**src/rtl/qt_pkg.sv**
```systemverilog
// Shared types for the quadrature timer channel.
// Assumes a 3-bit register address space.
package qt_pkg;
    typedef enum logic [2:0] {
        REG_MODE = 3'd0,
        REG_SRC  = 3'd1,
        REG_CNT  = 3'd2,
        REG_CMP  = 3'd3,
        REG_STAT = 3'd4
    } qt_reg_e;

    typedef enum logic [1:0] {
        SRC_TICK   = 2'd0,
        SRC_A_RISE = 2'd1,
        SRC_A_FALL = 2'd2,
        SRC_A_BOTH = 2'd3
    } qt_src_e;
endpackage

```
**src/rtl/qt_sync.sv**
```systemverilog
// Multi-stage synchronizer for one asynchronous input.
// Also keeps the previous synchronized sample, for edge detection.
// Assumes STAGES >= 2. Both outputs reset to 0.
module qt_sync #(
    parameter int STAGES = 2
) (
    input  logic clk,
    input  logic rst_n,
    input  logic d,
    output logic q,
    output logic q_prev
);
    logic [STAGES:0] sr;

    // Shift the raw input through the synchronizer and one history stage.
    always_ff @(posedge clk) begin
        if (!rst_n) sr <= '0;
        else        sr <= {sr[STAGES-1:0], d};
    end

    assign q      = sr[STAGES-1];
    assign q_prev = sr[STAGES];
endmodule

```
**src/rtl/qt_phase_dec.sv**
```systemverilog
// Quadrature decoder: turns the current and previous synchronized A/B
// samples into a one-cycle up or down step. A cycle where both inputs
// changed is illegal and yields no step.
// Assumes inputs are already synchronous to clk.
module qt_phase_dec (
    input  logic clk,
    input  logic rst_n,
    input  logic a,
    input  logic a_prev,
    input  logic b,
    input  logic b_prev,
    output logic up,
    output logic dn
);
    logic a_rise, a_fall, b_rise, b_fall, both_chg;

    // Edge and illegal-transition detection.
    always_comb begin
        a_rise   = a & ~a_prev;
        a_fall   = ~a & a_prev;
        b_rise   = b & ~b_prev;
        b_fall   = ~b & b_prev;
        both_chg = (a ^ a_prev) & (b ^ b_prev);
    end

    // Direction decision from the level of the input that did not move.
    always_comb begin
        up = ~both_chg & ((b_rise & ~a) | (a_rise & b) | (b_fall & a) | (a_fall & ~b));
        dn = ~both_chg & ((a_rise & ~b) | (b_rise & a) | (a_fall & b) | (b_fall & ~a));
    end

    p_one_dir_r3: assert property (@(posedge clk) disable iff (!rst_n)
        $onehot0({up, dn}));
    p_illegal_r5: assert property (@(posedge clk) disable iff (!rst_n)
        ((a != a_prev) && (b != b_prev)) |-> (!up && !dn));
endmodule

```
**src/rtl/qt_counter.sv**
```systemverilog
// Up/down counter with software load and a pending clear request.
// Reports wrap in both directions for the flag logic.
// Assumes up and dn are never high together.
module qt_counter #(
    parameter int W = 16
) (
    input  logic         clk,
    input  logic         rst_n,
    input  logic         up,
    input  logic         dn,
    input  logic         wr_en,
    input  logic [W-1:0] wr_val,
    input  logic         clr_req,
    output logic [W-1:0] cnt,
    output logic         wrap_up,
    output logic         wrap_dn
);
    logic pend;
    logic clr_now;
    logic evt;

    // The clear takes effect at the current event or the next one.
    always_comb begin
        clr_now = pend | clr_req;
        evt     = up | dn;
        wrap_up = up & ~wr_en & ~clr_now & (cnt == {W{1'b1}});
        wrap_dn = dn & ~wr_en & ~clr_now & (cnt == '0);
    end

    // Counter state: a write wins, then a clear-on-event, then a step.
    always_ff @(posedge clk) begin
        if (!rst_n) begin
            cnt  <= '0;
            pend <= 1'b0;
        end else if (wr_en) begin
            cnt  <= wr_val;
            pend <= clr_now;
        end else if (evt) begin
            cnt  <= clr_now ? '0 : (up ? cnt + 1'b1 : cnt - 1'b1);
            pend <= 1'b0;
        end else begin
            pend <= clr_now;
        end
    end

    p_step_up_r3: assert property (@(posedge clk) disable iff (!rst_n)
        (up && !wr_en && !clr_now) |=> (cnt == $past(cnt) + 1'b1));
    p_step_dn_r4: assert property (@(posedge clk) disable iff (!rst_n)
        (dn && !wr_en && !clr_now) |=> (cnt == $past(cnt) - 1'b1));
    p_hold_r5: assert property (@(posedge clk) disable iff (!rst_n)
        (!up && !dn && !wr_en) |=> $stable(cnt));
    p_write_r11: assert property (@(posedge clk) disable iff (!rst_n)
        wr_en |=> (cnt == $past(wr_val)));
    p_clear_r12: assert property (@(posedge clk) disable iff (!rst_n)
        ((up || dn) && clr_now && !wr_en) |=> (cnt == '0));
endmodule

```
**src/rtl/quad_timer.sv**
```systemverilog
// Quadrature phase-counting timer channel, top level.
// Holds the mode, source, compare and status registers. Selects the
// count source (normal or phase mode) and keeps the sticky overflow flag.
// Assumes a bus read returns data combinationally and a write lands at
// the clock edge. in_a and in_b are asynchronous.
module quad_timer
    import qt_pkg::*;
#(
    parameter int W           = 16,
    parameter int SYNC_STAGES = 2
) (
    input  logic         clk,
    input  logic         rst_n,
    input  logic [2:0]   bus_addr,
    input  logic         bus_wr,
    input  logic         bus_rd,
    input  logic [W-1:0] bus_wdata,
    output logic [W-1:0] bus_rdata,
    input  logic         in_a,
    input  logic         in_b,
    input  logic         tick_int,
    input  logic         clr_req,
    output logic [W-1:0] cnt_q,
    output logic         ovf_flag,
    output logic         cmp_match
);
    localparam int NIN = 2;

    logic           phase_q, fdir_q, ovf_q, arm_q;
    qt_src_e        src_q;
    logic [W-1:0]   cmp_q;
    logic [NIN-1:0] raw, s_cur, s_prev;
    logic           pd_up, pd_dn, norm_evt, up, dn;
    logic           wrap_up, wrap_dn;
    logic           wr_mode, wr_src, wr_cnt, wr_cmp, wr_stat, rd_stat;

    assign raw = {in_b, in_a};

    // One synchronizer per external input.
    for (genvar i = 0; i < NIN; i++) begin : g_sync
        qt_sync #(.STAGES(SYNC_STAGES)) u_sync (
            .clk    (clk),
            .rst_n  (rst_n),
            .d      (raw[i]),
            .q      (s_cur[i]),
            .q_prev (s_prev[i])
        );
    end

    qt_phase_dec u_dec (
        .clk    (clk),
        .rst_n  (rst_n),
        .a      (s_cur[0]),
        .a_prev (s_prev[0]),
        .b      (s_cur[1]),
        .b_prev (s_prev[1]),
        .up     (pd_up),
        .dn     (pd_dn)
    );

    // Normal-mode event from the selected source.
    always_comb begin
        unique case (src_q)
            SRC_TICK:   norm_evt = tick_int;
            SRC_A_RISE: norm_evt = s_cur[0] & ~s_prev[0];
            SRC_A_FALL: norm_evt = ~s_cur[0] & s_prev[0];
            default:    norm_evt = s_cur[0] ^ s_prev[0];
        endcase
    end

    // Phase mode overrides the normal source completely.
    always_comb begin
        up = phase_q ? pd_up : norm_evt;
        dn = phase_q & pd_dn;
    end

    // Register access decode.
    always_comb begin
        wr_mode = bus_wr && (bus_addr == REG_MODE);
        wr_src  = bus_wr && (bus_addr == REG_SRC);
        wr_cnt  = bus_wr && (bus_addr == REG_CNT);
        wr_cmp  = bus_wr && (bus_addr == REG_CMP);
        wr_stat = bus_wr && (bus_addr == REG_STAT);
        rd_stat = bus_rd && (bus_addr == REG_STAT);
    end

    qt_counter #(.W(W)) u_cnt (
        .clk     (clk),
        .rst_n   (rst_n),
        .up      (up),
        .dn      (dn),
        .wr_en   (wr_cnt),
        .wr_val  (bus_wdata),
        .clr_req (clr_req),
        .cnt     (cnt_q),
        .wrap_up (wrap_up),
        .wrap_dn (wrap_dn)
    );

    // Configuration registers.
    always_ff @(posedge clk) begin
        if (!rst_n) begin
            phase_q <= 1'b0;
            fdir_q  <= 1'b1;
            src_q   <= SRC_TICK;
            cmp_q   <= '1;
        end else begin
            if (wr_mode) begin
                phase_q <= bus_wdata[6];
                fdir_q  <= bus_wdata[5];
            end
            if (wr_src) src_q <= qt_src_e'(bus_wdata[1:0]);
            if (wr_cmp) cmp_q <= bus_wdata;
        end
    end

    // Sticky overflow flag with read-then-write-zero clear; a set wins.
    always_ff @(posedge clk) begin
        if (!rst_n) begin
            ovf_q <= 1'b0;
            arm_q <= 1'b0;
        end else begin
            if (wrap_up || (wrap_dn && !fdir_q))
                ovf_q <= 1'b1;
            else if (wr_stat && arm_q && !bus_wdata[0])
                ovf_q <= 1'b0;
            if (wr_stat)
                arm_q <= 1'b0;
            else if (rd_stat && ovf_q)
                arm_q <= 1'b1;
        end
    end

    // Read data mux; reserved mode bits read as 1.
    always_comb begin
        bus_rdata = '0;
        case (bus_addr)
            REG_MODE: bus_rdata[7:0] = {1'b1, phase_q, fdir_q, 2'b11, 3'b000};
            REG_SRC:  bus_rdata[1:0] = src_q;
            REG_CNT:  bus_rdata      = cnt_q;
            REG_CMP:  bus_rdata      = cmp_q;
            REG_STAT: bus_rdata[0]   = ovf_q;
            default:  bus_rdata      = '0;
        endcase
    end

    assign ovf_flag  = ovf_q;
    assign cmp_match = (cnt_q == cmp_q);

    p_ovf_set_r8: assert property (@(posedge clk) disable iff (!rst_n)
        wrap_up |=> ovf_flag);
    p_udf_set_r9: assert property (@(posedge clk) disable iff (!rst_n)
        (wrap_dn && !fdir_q) |=> ovf_flag);
    p_sticky_r10: assert property (@(posedge clk) disable iff (!rst_n)
        (ovf_flag && !wr_stat) |=> ovf_flag);
    p_no_tick_r6: assert property (@(posedge clk) disable iff (!rst_n)
        (phase_q && !pd_up && !pd_dn && !wr_cnt) |=> $stable(cnt_q));
endmodule

```
**config.mk**
```make
export PLATFORM = sky130hd
export DESIGN_NAME = quad_timer
export DESIGN_NICKNAME = d
export VERILOG_FILES = /design/src/rtl/qt_pkg.sv /design/src/rtl/qt_sync.sv /design/src/rtl/qt_phase_dec.sv /design/src/rtl/qt_counter.sv /design/src/rtl/quad_timer.sv
export SDC_FILE = /design/constraint.sdc
export NUM_CORES = 1
export LEC_CHECK = 0
export ABC_CLOCK_PERIOD_IN_PS = 4200
export CAP_MARGIN = 20
export CORE_MARGIN = 2
export CORE_UTILIZATION = 35
export DETAILED_ROUTE_END_ITERATION = 10
export GPL_ROUTABILITY_DRIVEN = 0
export HOLD_SLACK_MARGIN = 0.06
export PLACE_DENSITY_LB_ADDON = 0.15
export RECOVER_POWER = 100
export SYNTH_ARGS = -nofsm -noshare
export SYNTH_HDL_FRONTEND = slang
export SYNTH_SLANG_ARGS = --single-unit
```
**constraint.sdc**
```tcl
create_clock -name clk -period 4.2 [get_ports clk]
set_input_delay 0.84 -clock clk [delete_from_list [all_inputs] [get_ports clk]]
set_output_delay 0.84 -clock clk [all_outputs]
set_load 0.02 [all_outputs]
```
* Word-level counts from Yosys, hierarchy flattened
Cells that the tools add are included.
** Word-level totals
- Register bits after elaboration :: 45
- Bits in latches :: 0
- Memory bits (writable) :: 0
- Memory bits (read-only) :: 0
- Input bits :: 27
- Output and inout bits :: 34
- Word-level logic and storage cells :: 93
- Memories :: 0
** Cells by class
- $add $sub $neg :: 2
- $mul :: 0
- Div/mod/pow operators :: 0
- $lt $le $gt $ge :: 0
- Equality and inequality tests :: 8
- Shifts and indexed selects :: 0
- Mux-type cells :: 14
- Bitwise gates (word level) :: 40
- Reduce and logical (&&, ||, !) cells :: 19
** Operator list (count)
- 16-bit two-way mux :: 4
- 1-bit AND :: 22
- 6-bit case mux with 3 select lines :: 1
- 16-bit by 1-bit adder with 16-bit output (second input constant) :: 1
- 16-bit equality test :: 1
- 16-bit equality test (second input constant) :: 1
- 16-bit logical NOT :: 1
- 8-bit case mux with 2 select lines :: 1
- 16-bit by 1-bit subtractor with 16-bit output (second input constant) :: 1
- 1-bit logical AND :: 10
- 1-bit NOT :: 8
- 1-bit OR :: 8
- 3-bit by 2-bit equality test with 1-bit output (second input constant) :: 2
- 1-bit case mux with 3 select lines :: 2
- 1-bit two-way mux :: 5
- 1-bit case mux with 4 select lines :: 1
- 2-bit nonzero test :: 2
- 3-bit by 1-bit equality test with 1-bit output (second input constant) :: 1
- 3-bit equality test (second input constant) :: 1
- 3-bit logical NOT :: 1
- 2-bit by 1-bit equality test with 1-bit output (second input constant) :: 1
- 2-bit equality test (second input constant) :: 1
- 1-bit logical NOT :: 2
- 2-bit logical NOT :: 1
- 3 further kinds :: 4

* Logic depth before layout (Yosys ltp)
- Depth after elaboration :: 14
- Depth in mapped cells :: 15
- Mapped depth without buffers :: 13

* Modules after synthesis
Synthesis repeated with hierarchy kept, for this count alone.
** Unflattened totals
- Cell total of the unflattened synthesis :: 409
- Area total of the unflattened synthesis :: 3359.5 sq um
** Modules (own cells, without submodules)
- qt_counter :: instances 1, cells each 203, area an instance 1645.3 sq um, seq. area each 340.3 sq um
- quad_timer :: instances 1, cells each 179, area an instance 1437.6 sq um, seq. area each 440.4 sq um
- qt_sync :: instances 2, cells each 6, area an instance 78.8 sq um, seq. area each 60.1 sq um
- qt_phase_dec :: instances 1, cells each 15, area an instance 118.9 sq um, seq. area each 0.0 sq um

* Least setup slack after synthesis
No wires, ideal clock.
- Path type :: input -> register
- From :: in tick_int
- To :: reg u_cnt.cnt[15]
- Library setup time :: 0.122 ns
- Arrival :: 3.370 ns
- Required time :: 4.078 ns
- Setup slack :: 0.709 ns
- Stages on the path :: 12
- Buffers on the path :: 1
- Cells stage by stage :: mux2_1 -> a32o_1 -> or2_1 -> buf_6 -> inv_1 -> ha_1 -> a211oi_1 -> nor3_1 -> o2111ai_1 -> nand4bb_1 -> nor4b_1 -> a221o_1
** Between the ends
- Word-level cells in the longest chain between the ends :: 6
- Elaborated cells between the ends (all ways) :: 8
- Those cells by class :: mux (6); bitwise (1); reduce/logical (1)
** RTL lines
- start, declared :: RTL line quad_timer.sv:21 : input logic tick_int,
- 1-bit case mux with 3 select lines * :: RTL line quad_timer.sv:63 : unique case (src_q)
- 1-bit two-way mux * :: RTL line quad_timer.sv:73 : up = phase_q ? pd_up : norm_evt;
- 16-bit two-way mux (2 in series) :: RTL line qt_counter.sv:39 : cnt <= clr_now ? '0 : (up ? cnt + 1'b1 : cnt - 1'b1);
- 16-bit two-way mux :: RTL line qt_counter.sv:38 : end else if (evt) begin
- 16-bit two-way mux :: RTL line qt_counter.sv:35 : end else if (wr_en) begin
- end signal, assigned :: RTL line qt_counter.sv:36 : cnt <= wr_val;
- end signal, assigned :: RTL line qt_counter.sv:39
- end, declared :: RTL line qt_counter.sv:14 : output logic [W-1:0] cnt,
Every way passes the cells marked *; elsewhere a longest branch is shown, timed or not. The select of a mux whose other input is x is not followed.
A chain may end at the register's enable or synchronous reset.

* Final worst setup path
- From :: in tick_int
- To :: reg u_cnt.cnt[13]
Same word-level chain as after synthesis.

==> results_dict.tcl <==
set metrics [dict create \
    antenna_found_initial 0 \
    syn2layout_area_growth_pct 24.1 \
    cp_max_fo 10 \
    reg2reg_slack_ns 0.61 \
    ir_worst_vdd_uv 114 \
    finish.instance_area_mm2 0.00401 \
    postCtsResizedCells 0 \
    p_switching_mw 0.388 \
    drive_gt1_frac 0.0366 \
    ios 61 \
    hold_class "flip-flop to flip-flop" \
    ys.flop_type "dfxtp_1" \
    rsz0062_at_grt "false" \
    clk_latency_ns 0.30 \
    reg2reg_to "u_cnt.cnt[13]" \
    min_from "g_sync[0].u_sync.sr[0]" \
    setup_viol 0 \
    synth.avg_cell_area_um2 7.81 \
    cp.arrival_ns 3.95 \
    cts-htree-levels 2 \
    reg2regPathDepth 14 \
    critPathLaunch "tick_int" \
    crit_type "input pin to flip-flop" \
    worst_pin_slew_ns 1.23 \
    cts_inserted_buffers 5 \
    r2r_start "g_sync[0].u_sync.sr[1]" \
    drt-vias-per-instance 5.45 \
    cellPowerDensity_mw_per_mm2 293 \
    grt_overflow 0 \
    drt-pass1-iter-count 4 \
    routed_wl_mm 9.54 \
    layout_common_cells "47 x nand2_1, 45 x dfxtp_1, 41 x nor2_1" \
    drv_slew 0 \
    drt_iter0_drc 128 \
    cts_setup_buffers 0 \
    wl_per_cell_um 16.6 \
    num-nets-final 512 \
    die_area_mm2 0.0100 \
    skew_ns 0.00864 \
    period_needed_ns 3.79 \
    io_buffers 60 \
    p_clk_frac 0.277 \
    antenna_cells 0 \
    syn_area_mm2 0.00323 \
    fp.dieH_um 100 \
    hold_ws_ns 0.437 \
    hold_buffers 0 \
    max-slew-margin-rel 0.180 \
    start_util 0.355 \
    yosys_warnings 0 \
    ys_seq_area_frac 0.279 \
    syn_inst 414 \
    clkTransAtPathRegs_ns 0.08 \
    start_kind "input pin" \
    fin_crit_sh 0.902 \
    core_area_mm2 0.00911 \
    pwr-share-comb 0.309 \
    synth_edf_count 0 \
    fin_util 0.441 \
    cts_tree "done" \
    cts-root-buf "clkbuf_8" \
    p_total_mw 1.18 \
    fmaxAchievable_mhz 264 \
    p_sw_frac 0.330 \
    synth_nets 461 \
    vias 3138 \
    drv_cap 0 \
    postPlaceCellArea_mm2 0.00393 \
    internal-power_mw 0.788 \
    async_flop_share 0 \
    yosys.cell_types.count 62 \
    hold_depth 1 \
    final_common_cell "nand2_1" \
    cts_buffer_depth 2 \
    whs_endpoint "g_sync[0].u_sync.sr[1]" \
    die_x_um 100 \
    hpwl_mm 7.48 \
    grt_use_total 0.195 \
    tns_ns 0 \
    crit_path_end_kind "flip-flop" \
    clkSinkCount 45 \
    grt_pass1_wl_mm 15.7 \
    grt_pass1_vias 3032 \
    ant_nets 0 \
    final_hold_viol_count 0 \
    drcViolationCount 0 \
    pwr-share-seq 0.415 \
    p_leak_nw 1.69 \
    status "finished, final reports clean" \
    cp.required_ns 4.36 \
    grt_start_max_net_pins 27 \
    ys_ff_latch 45 \
    fp-row-count 35 \
]
-- sequential cells by signal (all words and copies together) (netlist names) --
register / count
g_sync.u_sync.sr: 6
phase_q: 1
src_q: 2
cmp_q: 16
ovf_flag: 1
arm_q: 1
fdir_q: 1
u_cnt.pend: 1
u_cnt.cnt: 16
-- cells in the mapped netlist (2+ instances only) --
cell type  instances  share of area
a31oi_1           13          0.025
inv_1             11          0.013
nor4b_1            2         0.0054
buf_4              2         0.0046
o22ai_1            6          0.012
xor2_1             3         0.0081
nor4_1             7          0.014
and2_1            10          0.019
a221oi_1           3         0.0081
nor3_1             6         0.0093
nor2_1            41          0.048
a21oi_1           23          0.036
o21ai_0           11          0.017
o21bai_1           3         0.0070
nand3b_1           3         0.0070
a22oi_1            2         0.0046
xnor2_1           24          0.065
or3_1              3         0.0058
or2_1              2         0.0039
nor2b_1            7          0.014
ha_1              19          0.074
and3_1             5         0.0097
buf_1              2         0.0023
a211oi_1           2         0.0046
nand4_1            9          0.017
buf_2              2         0.0031
dfxtp_1           45           0.28
or2_2              2         0.0039
a222oi_1           2         0.0062
mux2i_1           19          0.059
nand2b_1           4         0.0077
nand3_1           23          0.036
nand2_1           47          0.055
clkbuf_1          17          0.020
a21o_1             6          0.014
o2111ai_1          2         0.0054
-- logic make-up after synthesis --
logic type,share of synthesized area
and+or+nand+nor,0.275
AOI/OAI and AO/OA,0.176
DFF,0.279
buffers and inverters,0.0461
xor gates and xnor gates,0.0782
muxes,0.0658
adders and majority gates,0.0797
-- worst max path at each step --
| stage | end | cells after the start |
|---|---|---|
| after floorplan | u_cnt.cnt[15] | 12 |
| after global placement | u_cnt.cnt[13] | 12 |
| after detailed placement | u_cnt.cnt[15] | 12 |
| after CTS | u_cnt.cnt[15] | 12 |
| after global routing | u_cnt.cnt[13] | 13 |
| final | u_cnt.cnt[13] | 13 |
-- per-stage QoR --
| stage | setup slack [ns] | cells |
|---|---|---|
| detailed placement | 0.211 | 569 |
| CTS | 0.514 | 576 |
| finish | 0.413 | 576 |
| floorplan | 0.709 | 414 |
| global placement | 0.260 | 569 |
| global route | 0.170 | 576 |
-- critical path, stage by stage --
cell and delay (ns):
clkdlybuf4s50_1 0.40, mux2_1 0.29, a32o_1 0.24, or2_0 0.25, inv_1 0.27, clkbuf_1 0.26
ha_1 0.34, a21oi_1 0.17, nor2b_1 0.06, a2111oi_0 0.44, a21oi_1 0.15, xnor2_1 0.15
o22ai_1 0.09
-- power groups by stage --
| stage | combinational (mW) | sequential [mW] | clock (mW) |
|---|---|---|---|
| CTS | 0.375 | 0.488 | 0.334 |
| finish | 0.363 | 0.488 | 0.326 |
| global route | 0.402 | 0.492 | 0.349 |
| global placement | 0.371 | 0.498 | 0 |
| detailed placement | 0.374 | 0.498 | 0 |
| floorplan | 0.238 | 0.497 | 0 |
-- layout make-up --
cell class                      instances  area, um2
Tap cell                              111        139
Inverter                               11       41.3
Fill cell                             951       5100
Clock inverter                          2       35.0
Sequential cell                        45        901
Clock buffer                            5       68.8
Timing Repair Buffer                   68        649
Multi-Input combinational cell        334       2180
-- metal layers --
| metal | wire length [um] | vias to the layer above | part of all wire | GRT usage |
|---|---|---|---|---|
| li1 | - | 1586 | - | - |
| met1 | 4660 | 1474 | 0.49 | 0.274 |
| met2 | 4360 | 69 | 0.46 | 0.320 |
| met3 | 381 | 9 | 0.040 | 0.0258 |
| met4 | 138 | 0 | 0.014 | 0.0474 |
| met5 | 0 | - | 0 | 0 |
(Power assumes the default switching activity.)
